[src/rtl/acc_pkg.sv]
package acc_pkg;
   localparam int WORD_W_D  = 40;
   localparam int OP_W_D    = 8;
   localparam int FLD_W_D   = 12;
   localparam int MADDR_W_D = 10;

   localparam logic [7:0] OPC_HALT  = 8'h00;
   localparam logic [7:0] OPC_LOAD  = 8'h01;
   localparam logic [7:0] OPC_ADD   = 8'h05;
   localparam logic [7:0] OPC_STORE = 8'h21;

   typedef enum logic [2:0] {
      ST_IDLE, ST_FETCH, ST_LATCH, ST_EXEC, ST_READ, ST_WRITE, ST_HALT
   } seq_state_t;
endpackage

[src/rtl/smag_adder.sv]
module smag_adder #(
   parameter int W = 40
) (
   input  logic [W-1:0] a_i,
   input  logic [W-1:0] b_i,
   output logic [W-1:0] sum_o,
   output logic         carry_o
);
   localparam int MW = W - 1;

   if (W < 2) begin : g_bad_w
      $error("smag_adder: W must be at least 2");
   end

   logic          sa, sb, sgn;
   logic [MW-1:0] ma, mb, mag;
   logic [MW:0]   tot;

   assign sa = a_i[W-1];
   assign sb = b_i[W-1];
   assign ma = a_i[MW-1:0];
   assign mb = b_i[MW-1:0];
   assign tot = {1'b0, ma} + {1'b0, mb};

   always_comb begin
      carry_o = 1'b0;
      if (sa == sb) begin
         mag     = tot[MW-1:0];
         sgn     = sa;
         carry_o = tot[MW];
      end else if (ma >= mb) begin
         mag = ma - mb;
         sgn = sa;
      end else begin
         mag = mb - ma;
         sgn = sb;
      end
      if (mag == '0) sgn = 1'b0;
      sum_o = {sgn, mag};
   end
endmodule

[src/rtl/slot_split.sv]
module slot_split #(
   parameter int WORD_W = 40,
   parameter int SLOT_W = 20
) (
   input  logic [WORD_W-1:0]          word_i,
   output logic [1:0][SLOT_W-1:0]     slot_o
);
   if (WORD_W != 2 * SLOT_W) begin : g_bad_split
      $error("slot_split: word must hold exactly two slots");
   end

   for (genvar s = 0; s < 2; s++) begin : g_slot
      localparam int BASE = (1 - s) * SLOT_W;
      assign slot_o[s] = word_i[BASE +: SLOT_W];
   end
endmodule

[src/rtl/slot_fields.sv]
module slot_fields #(
   parameter int OP_W    = 8,
   parameter int FLD_W   = 12,
   parameter int MADDR_W = 10
) (
   input  logic [OP_W+FLD_W-1:0] slot_i,
   output logic [OP_W-1:0]       op_o,
   output logic [MADDR_W-1:0]    addr_o
);
   assign op_o   = slot_i[FLD_W +: OP_W];
   assign addr_o = slot_i[MADDR_W-1:0];

   if (MADDR_W > FLD_W) begin : g_bad_fld
      $error("slot_fields: memory address wider than address field");
   end else if (MADDR_W < FLD_W) begin : g_drop_hi
      logic unused_hi;
      assign unused_hi = ^slot_i[FLD_W-1:MADDR_W];
   end
endmodule

[src/rtl/acc_core.sv]
module acc_core
   import acc_pkg::*;
#(
   parameter int WORD_W  = WORD_W_D,
   parameter int OP_W    = OP_W_D,
   parameter int FLD_W   = FLD_W_D,
   parameter int MADDR_W = MADDR_W_D
) (
   input  logic               clk,
   input  logic               rst_n,
   input  logic               start,
   input  logic [MADDR_W-1:0] start_addr,
   output logic [MADDR_W-1:0] mem_addr,
   output logic               mem_we,
   output logic [WORD_W-1:0]  mem_wdata,
   input  logic [WORD_W-1:0]  mem_rdata,
   output logic               done,
   output logic               ovf
);
   localparam int SLOT_W = OP_W + FLD_W;

   if (WORD_W != 2 * SLOT_W) begin : g_bad_word
      $error("acc_core: WORD_W must equal two instruction slots");
   end
   if (OP_W != 8) begin : g_bad_op
      $error("acc_core: opcode encodings are 8 bits wide");
   end

   seq_state_t          state_q;
   logic [MADDR_W-1:0]  pc_q, mar_q;
   logic [WORD_W-1:0]   mbr_q, acc_q;
   logic [OP_W-1:0]     op_q;
   logic [SLOT_W-1:0]   pend_q;
   logic                right_q, ovf_q;

   logic [1:0][SLOT_W-1:0] slot_w;
   logic [OP_W-1:0]        l_op, p_op;
   logic [MADDR_W-1:0]     l_addr, p_addr;
   logic [WORD_W-1:0]      sum_w;
   logic                   carry_w, step_done, known_op;

   slot_split #(.WORD_W(WORD_W), .SLOT_W(SLOT_W)) u_split (
      .word_i(mem_rdata), .slot_o(slot_w));

   slot_fields #(.OP_W(OP_W), .FLD_W(FLD_W), .MADDR_W(MADDR_W)) u_left (
      .slot_i(slot_w[0]), .op_o(l_op), .addr_o(l_addr));

   slot_fields #(.OP_W(OP_W), .FLD_W(FLD_W), .MADDR_W(MADDR_W)) u_pend (
      .slot_i(pend_q), .op_o(p_op), .addr_o(p_addr));

   smag_adder #(.W(WORD_W)) u_add (
      .a_i(acc_q), .b_i(mem_rdata), .sum_o(sum_w), .carry_o(carry_w));

   assign known_op = (op_q == OPC_HALT) || (op_q == OPC_LOAD) ||
                     (op_q == OPC_ADD)  || (op_q == OPC_STORE);

   assign step_done = (state_q == ST_READ) || (state_q == ST_WRITE) ||
                      ((state_q == ST_EXEC) && !known_op);

   always_ff @(posedge clk) begin
      if (!rst_n) begin
         state_q <= ST_IDLE;
         pc_q    <= '0;
         mar_q   <= '0;
         mbr_q   <= '0;
         acc_q   <= '0;
         op_q    <= '0;
         pend_q  <= '0;
         right_q <= 1'b0;
         ovf_q   <= 1'b0;
      end else begin
         case (state_q)
            ST_IDLE: if (start) begin
               pc_q    <= start_addr;
               mar_q   <= start_addr;
               state_q <= ST_FETCH;
            end
            ST_FETCH: state_q <= ST_LATCH;
            ST_LATCH: begin
               mbr_q   <= mem_rdata;
               pend_q  <= slot_w[1];
               op_q    <= l_op;
               mar_q   <= l_addr;
               right_q <= 1'b0;
               state_q <= ST_EXEC;
            end
            ST_EXEC: begin
               if (op_q == OPC_HALT) begin
                  state_q <= ST_HALT;
               end else if ((op_q == OPC_LOAD) || (op_q == OPC_ADD)) begin
                  state_q <= ST_READ;
               end else if (op_q == OPC_STORE) begin
                  mbr_q   <= acc_q;
                  state_q <= ST_WRITE;
               end
            end
            ST_READ: begin
               mbr_q <= mem_rdata;
               if (op_q == OPC_LOAD) begin
                  acc_q <= mem_rdata;
               end else begin
                  acc_q <= sum_w;
                  if (carry_w) ovf_q <= 1'b1;
               end
            end
            ST_WRITE: ;
            ST_HALT:  ;
            default:  state_q <= ST_IDLE;
         endcase

         if (step_done) begin
            if (!right_q) begin
               op_q    <= p_op;
               mar_q   <= p_addr;
               right_q <= 1'b1;
               state_q <= ST_EXEC;
            end else begin
               pc_q    <= pc_q + 1'b1;
               mar_q   <= pc_q + 1'b1;
               state_q <= ST_FETCH;
            end
         end
      end
   end

   assign mem_addr  = mar_q;
   assign mem_we    = (state_q == ST_WRITE);
   assign mem_wdata = mbr_q;
   assign done      = (state_q == ST_HALT);
   assign ovf       = ovf_q;
endmodule

[config.mk]
export PLATFORM = sky130hd
export DESIGN_NAME = acc_core
export DESIGN_NICKNAME = d
export VERILOG_FILES = /design/src/rtl/acc_pkg.sv /design/src/rtl/smag_adder.sv /design/src/rtl/slot_split.sv /design/src/rtl/slot_fields.sv /design/src/rtl/acc_core.sv
export SDC_FILE = /design/constraint.sdc
export NUM_CORES = 1
export LEC_CHECK = 0
export CAP_MARGIN = 15
export CELL_PAD_IN_SITES_DETAIL_PLACEMENT = 0
export CELL_PAD_IN_SITES_GLOBAL_PLACEMENT = 2
export CORE_UTILIZATION = 35
export DETAILED_ROUTE_END_ITERATION = 8
export MAX_ROUTING_LAYER = met4
export PLACE_DENSITY_LB_ADDON = 0.1
export RECOVER_POWER = 100
export SETUP_SLACK_MARGIN = 0.1
export SLEW_MARGIN = 20
export SYNTH_ARGS = -nofsm -noshare
export SYNTH_HDL_FRONTEND = slang
export SYNTH_SLANG_ARGS = --single-unit
[constraint.sdc]
create_clock -name clk -period 6.62 [get_ports clk]
set_input_delay 1.324 -clock clk [delete_from_list [all_inputs] [get_ports clk]]
set_output_delay 1.324 -clock clk [all_outputs]
set_load 0.05 [all_outputs]
Word-level counts from Yosys, hierarchy flattened
Cells that the tools add are included.

Add/subtract/negate cells: 4. Magnitude comparators: 1. Equal/unequal tests: 18. Mux-type cells: 32. Bitwise logic cells: 1. Reduce and logical (&&, ||, !) cells: 20.

Operators with widths (count): 40-bit 2-to-1 mux (4); 40-bit one-hot mux with 2 select lines (1); 39-bit 2-to-1 mux (2); 39-bit subtractor (2); 10-bit 2-to-1 mux (7); 39-bit by 39-bit adder with 40-bit output (1); 39-bit >= comparator (1); 39-bit zero test (1); 8-bit 2-to-1 mux (3); 10-bit one-hot mux with 2 select lines (1); 3-bit 2-to-1 mux (5); 3-bit one-hot mux with 5 select lines (1); 10-bit by 1-bit adder with 10-bit output, second input constant (1); 3-bit equality test, second input constant (3); 3-bit != test, second input constant (3); 3-bit AND reduction (3); 8-bit by 1-bit equality test with 1-bit output, second input constant (1); 8-bit by 3-bit equality test with 1-bit output, second input constant (1); 8-bit by 6-bit equality test with 1-bit output, second input constant (1); 8-bit zero test (1); 1-bit 2-to-1 mux (7); 3-bit by 2-bit equality test with 1-bit output, second input constant (2); 1-bit logical OR (6); 5-bit by 3-bit != test with 1-bit output, second input constant (1); other kinds (15) (17).

Flip-flop bits (word level): 133. Bits of input ports: 53. Output and inout port bits: 53. Word-level logic and storage cells: 86.

Longest topological paths before layout
Depth after elaboration: 9. Depth in mapped cells: 18. Gate-level depth less buffers: 17.

Hierarchy
Synthesis repeated with hierarchy kept, for this count alone.

Cell total of the unflattened synthesis: 1855. Area total of the unflattened synthesis: 13447.9 um^2.

Modules (own cells, without submodules): smag_adder (times used 1, cells each 1091, area each 6887.9 um^2, seq. area each 0.0 um^2); acc_core (times used 1, cells each 688, area each 5989.5 um^2, seq. area each 2662.6 um^2); slot_split (times used 1, cells each 40, area each 300.3 um^2, seq. area each 0.0 um^2); slot_fields (times used 2, cells each 18, area each 135.1 um^2, seq. area each 0.0 um^2).

Least setup slack after synthesis
No wires, ideal clock.

Path kind: input port to flip-flop. Start point: input mem_rdata[10]. End point: register acc_q[39]. Library setup time: 120 ps. Arrival: 4495 ps. Setup slack: 2005 ps. Stages on the path: 17. Path buffers: 2. Cell sequence: inv_1 -> ha_1 -> buf_4 -> nand4_1 -> or3_1 -> a221o_1 -> a211o_1 -> a21bo_2 -> nand2_2 -> buf_6 -> mux2_2 -> o31ai_1 -> xnor2_1 -> nand4b_1 -> nor4_2 -> nand4b_1 -> o31a_1.

Word-level cells in the longest chain between the ends: 6. Elaborated cells on any way between the ends: 12. Those cells by class: add/sub: 3; order compare: 1; eq/ne: 2; mux: 4; reduce/logical: 2.

Ends and longest elaborated chain: start: declaration (line acc_core.sv:16) `input logic [WORD_W-1:0] mem_rdata,`; 39-bit subtractor (tied with other cells) (line smag_adder.sv:35) `mag = mb - ma;`; 39-bit 2-to-1 mux (line smag_adder.sv:31) `end else if (ma >= mb) begin`; 39-bit 2-to-1 mux (line smag_adder.sv:27) `if (sa == sb) begin`; 39-bit zero test (line smag_adder.sv:38) `if (mag == '0) sgn = 1'b0;`; 3-bit != test (no source line) / 1-bit 2-to-1 mux (equally long branches); 3-bit AND reduction (no source line) / 40-bit 2-to-1 mux (equally long branches); end signal: assignment (line acc_core.sv:100) `acc_q <= mem_rdata;`; end signal: assignment (line acc_core.sv:102) `acc_q <= sum_w;`; end: declaration (line acc_core.sv:31) `logic [WORD_W-1:0] mbr_q, acc_q;`.

Parallel ways exist; a longest one is shown, timed or not. A chain may end at the register's enable or synchronous reset.

Worst setup path in the final report
Start point: input mem_rdata[24]. End point: register acc_q[39].

The elaborated chain is that of the path after synthesis.

==> flow_summary.yaml <==
worst_setup_path:
  critical_path_class: "in2reg"
  critical_path_arrival_ns: 6.58
  crit_path_max_fanout: 17
  cpPeakStageDelay_ns: 0.88
  end_kind: "register"
  cp-start-kind: "input port"
  cp.required_ns: 6.96
  slowest_stage: "dlygate4sd3_1"
  crit_chain: "dlygate4sd3_1 > inv_1 > ha_1 > nand4_1 > or2_2 > a211o_1 > a21bo_2 > nand2_2 > mux2i_1 > o21ai_0 > xnor2_1 > or4b_1 > nor3_1 > nand4b_1 > o31a_1"
die:
  initial_utilization_pct: 35.6
  die_h_um: 189
  pin_count: 106
  row_count: 68
  core_um2: 34500
  dieArea_um2: 35900
  die_x_um: 189
min_path:
  hold_path_class: "reg2reg"
detailed_routing:
  final_antenna_net_count: 0
  wl_per_cell_um: 24.3
  via_count: 13400
  avgViaCountPerCell: 5.89
  drt_iter0_drc: 1212
  drt_first_pass_iters: 5
  routed_wl_mm: 55.2
  drc: 0
place:
  gp_congestion: 0.943
  place_ws_ns: 0.0391
  hpwl_mm: 42.5
  port_buffers: 105
global_route:
  grt_pass1_wl_mm: 82.7
  gr-total-overflow: 0
  grt_pass1_vias: 12700
  antenna_found_initial: 0
  grtUsageTotal_pct: 31.7
  grt_max_degree: 68
sta:
  relSlewSlack_pct: -51.1
  drv_slew: 58
  timing.setup.tns_ns: 0
  rsz0062_at_grt: "no"
  fmax_mhz: 160
  fin_skew_ns: 0.0139
  finalCritPeriodShare_pct: 94.2
  tightest_slew_ns: 2.25
  hold_viol: 0
  setup_viol: 0
  fin_crit_ns: 6.24
  fin_ws_ns: 0.382
status:
  outcome: "finished, violations left"
  violations: "max-capacitance violations, max-slew violations"
clock_network:
  clkTransAtPathRegs_ns: 0.07
  clockBufferDepth: 2
  cts_resized: 0
  cts.sinks: 131
  cts_tree: "done"
  ctsHoldBuffers: 0
  cts_buffers: 17
  post-cts-setup-buffer-count: 0
  insertion_delay_ns: 0.45
  h-tree-depth: 4
  cts-root-buf: "clkbuf_16"
synth:
  yosysUniqueCellTypes: 75
  async_flop_share_pct: 0
  synth_seq_cells: 131
  yosysSeqAreaShare_pct: 21.3
  avgSynthCellArea_um2: 7.15
  synth_flop_cell: "dfxtp_1"
  synth_top_area_share_pct: 21.3
  synth_edf_count: 0
  synthTopCellsByArea: "dfxtp_1 (21%), ha_1 (12%), a21oi_1 (6.9%)"
  yosys.area.top_type: "dfxtp_1"
  synth_warnings: 0
  syn_area_um2: 12300
  synthesis.instances: 1721
  syn-num-nets: 1894
finish:
  layout.area.seq_um2: 2620
  final_cell_mix: "nor2_1 (198), a21oi_1 (170), nand2_1 (162)"
  area_growth_pct: 19.0
  final_layout_size_suffix_gt1_share_pct: 7.12
  num-fill-cells: 3716
  final_nets: 1973
  multi_input_comb_area_um2: 8830
  final_common_cell: "nor2_1"
power:
  leakage_nw: 5.73
  p_per_area_nw_per_um2: 226
  peakVddDrop_mv: 0.177
flow_run:
  drv_cap: 1
-- report_power, final --
part / internal [mW] / switching (mW)
registers: 0.885 / 0.0687
logic: 0.409 / 0.879
clock network: 0.616 / 0.448
total: 1.91 / 1.40
-- synth_stat cells (all sizes together) (16+ instances only) --
library cell  instances
nor2                199
a21oi               172
nand2               163
dfxtp               131
o21ai               121
ha                  117
inv                 112
clkbuf               96
a211oi               76
mux2i                46
xnor2                41
nor3                 38
nand4                29
o211ai               28
a221oi               22
nand3                20
buf                  19
a31oi                18
and3                 18
o31ai                17
nor2b                16
-- metrics by stage --
stage | cell area, um2 | hold WS [ns] | power (mW) | util [%] | cells
floorplan | 12300 | 0.433 | 1.77 | - | 1721
finish | 14600 | 0.455 | 3.31 | 42.4 | 2269
global placement | 14000 | 0.445 | 2.28 | 40.6 | 2236
global route | 14600 | 0.475 | 3.47 | 42.4 | 2268
CTS | 14700 | 0.459 | 3.35 | 42.4 | 2268
detailed placement | 14000 | 0.450 | 2.27 | 40.6 | 2236
-- critical path: cells and delay by family --
| family | cells | cell delay, ns |
|---|---|---|
| simple gates | 6 | 2.17 |
| xor+xnor | 1 | 0.22 |
| fa+ha+maj | 1 | 0.56 |
| mux | 1 | 0.23 |
| buf+inv | 2 | 0.97 |
| compound gates | 4 | 1.08 |
-- final cells by class --
type                    count  share of cell area, %
diodes                      1                 0.0171
inverters                 113                   2.91
flip-flops and latches    131                   17.9
clock buffers              18                   3.00
well taps                 455                   3.89
repair buffers            175                   10.7
multi-input cells        1362                   60.3
clock inverters            14                   1.27
-- sequential cells by signal, indices dropped and copies added, names as in the netlist --
name       flops
ovf            1
mem_addr      10
acc_q         40
pend_q        18
mem_wdata     40
pc_q          10
right_q        1
state_q        3
op_q           8
-- layer usage --
metal,part of all wire (%),up-vias,GRT usage (%)
met5,0,-,-
met4,2.2,0,8.31
met3,4.2,44,3.30
met2,45,448,49.2
met1,48,6498,43.4
li1,-,6371,-
-- final timing paths --
check	end	startpoint	slack (ns)	depth (start not counted)
setup / recovery	acc_q[39]$_SDFFE_PN0P_	mem_rdata[24]	0.38	15
setup reg to reg	acc_q[39]$_SDFFE_PN0P_	acc_q[8]$_SDFFE_PN0P_	1.85	15
hold / removal	pend_q[2]$_SDFFE_PN0P_	pend_q[2]$_SDFFE_PN0P_	0.46	2
hold reg to reg	pend_q[2]$_SDFFE_PN0P_	pend_q[2]$_SDFFE_PN0P_	0.46	2
-- logic make-up (layout without fill, tap and decap cells) --
group / Yosys count / in the layout / synth area share [%]
fa+ha+maj: 120 / 120 / 12.4
other cells: 0 / 1 / 0
buf+inv: 228 / 320 / 7.23
mux: 49 / 49 / 4.02
simple gates: 561 / 561 / 21.1
compound gates: 585 / 585 / 30.6
xor+xnor: 47 / 47 / 3.35
flops: 131 / 131 / 21.3
(Power assumes the default switching activity.)
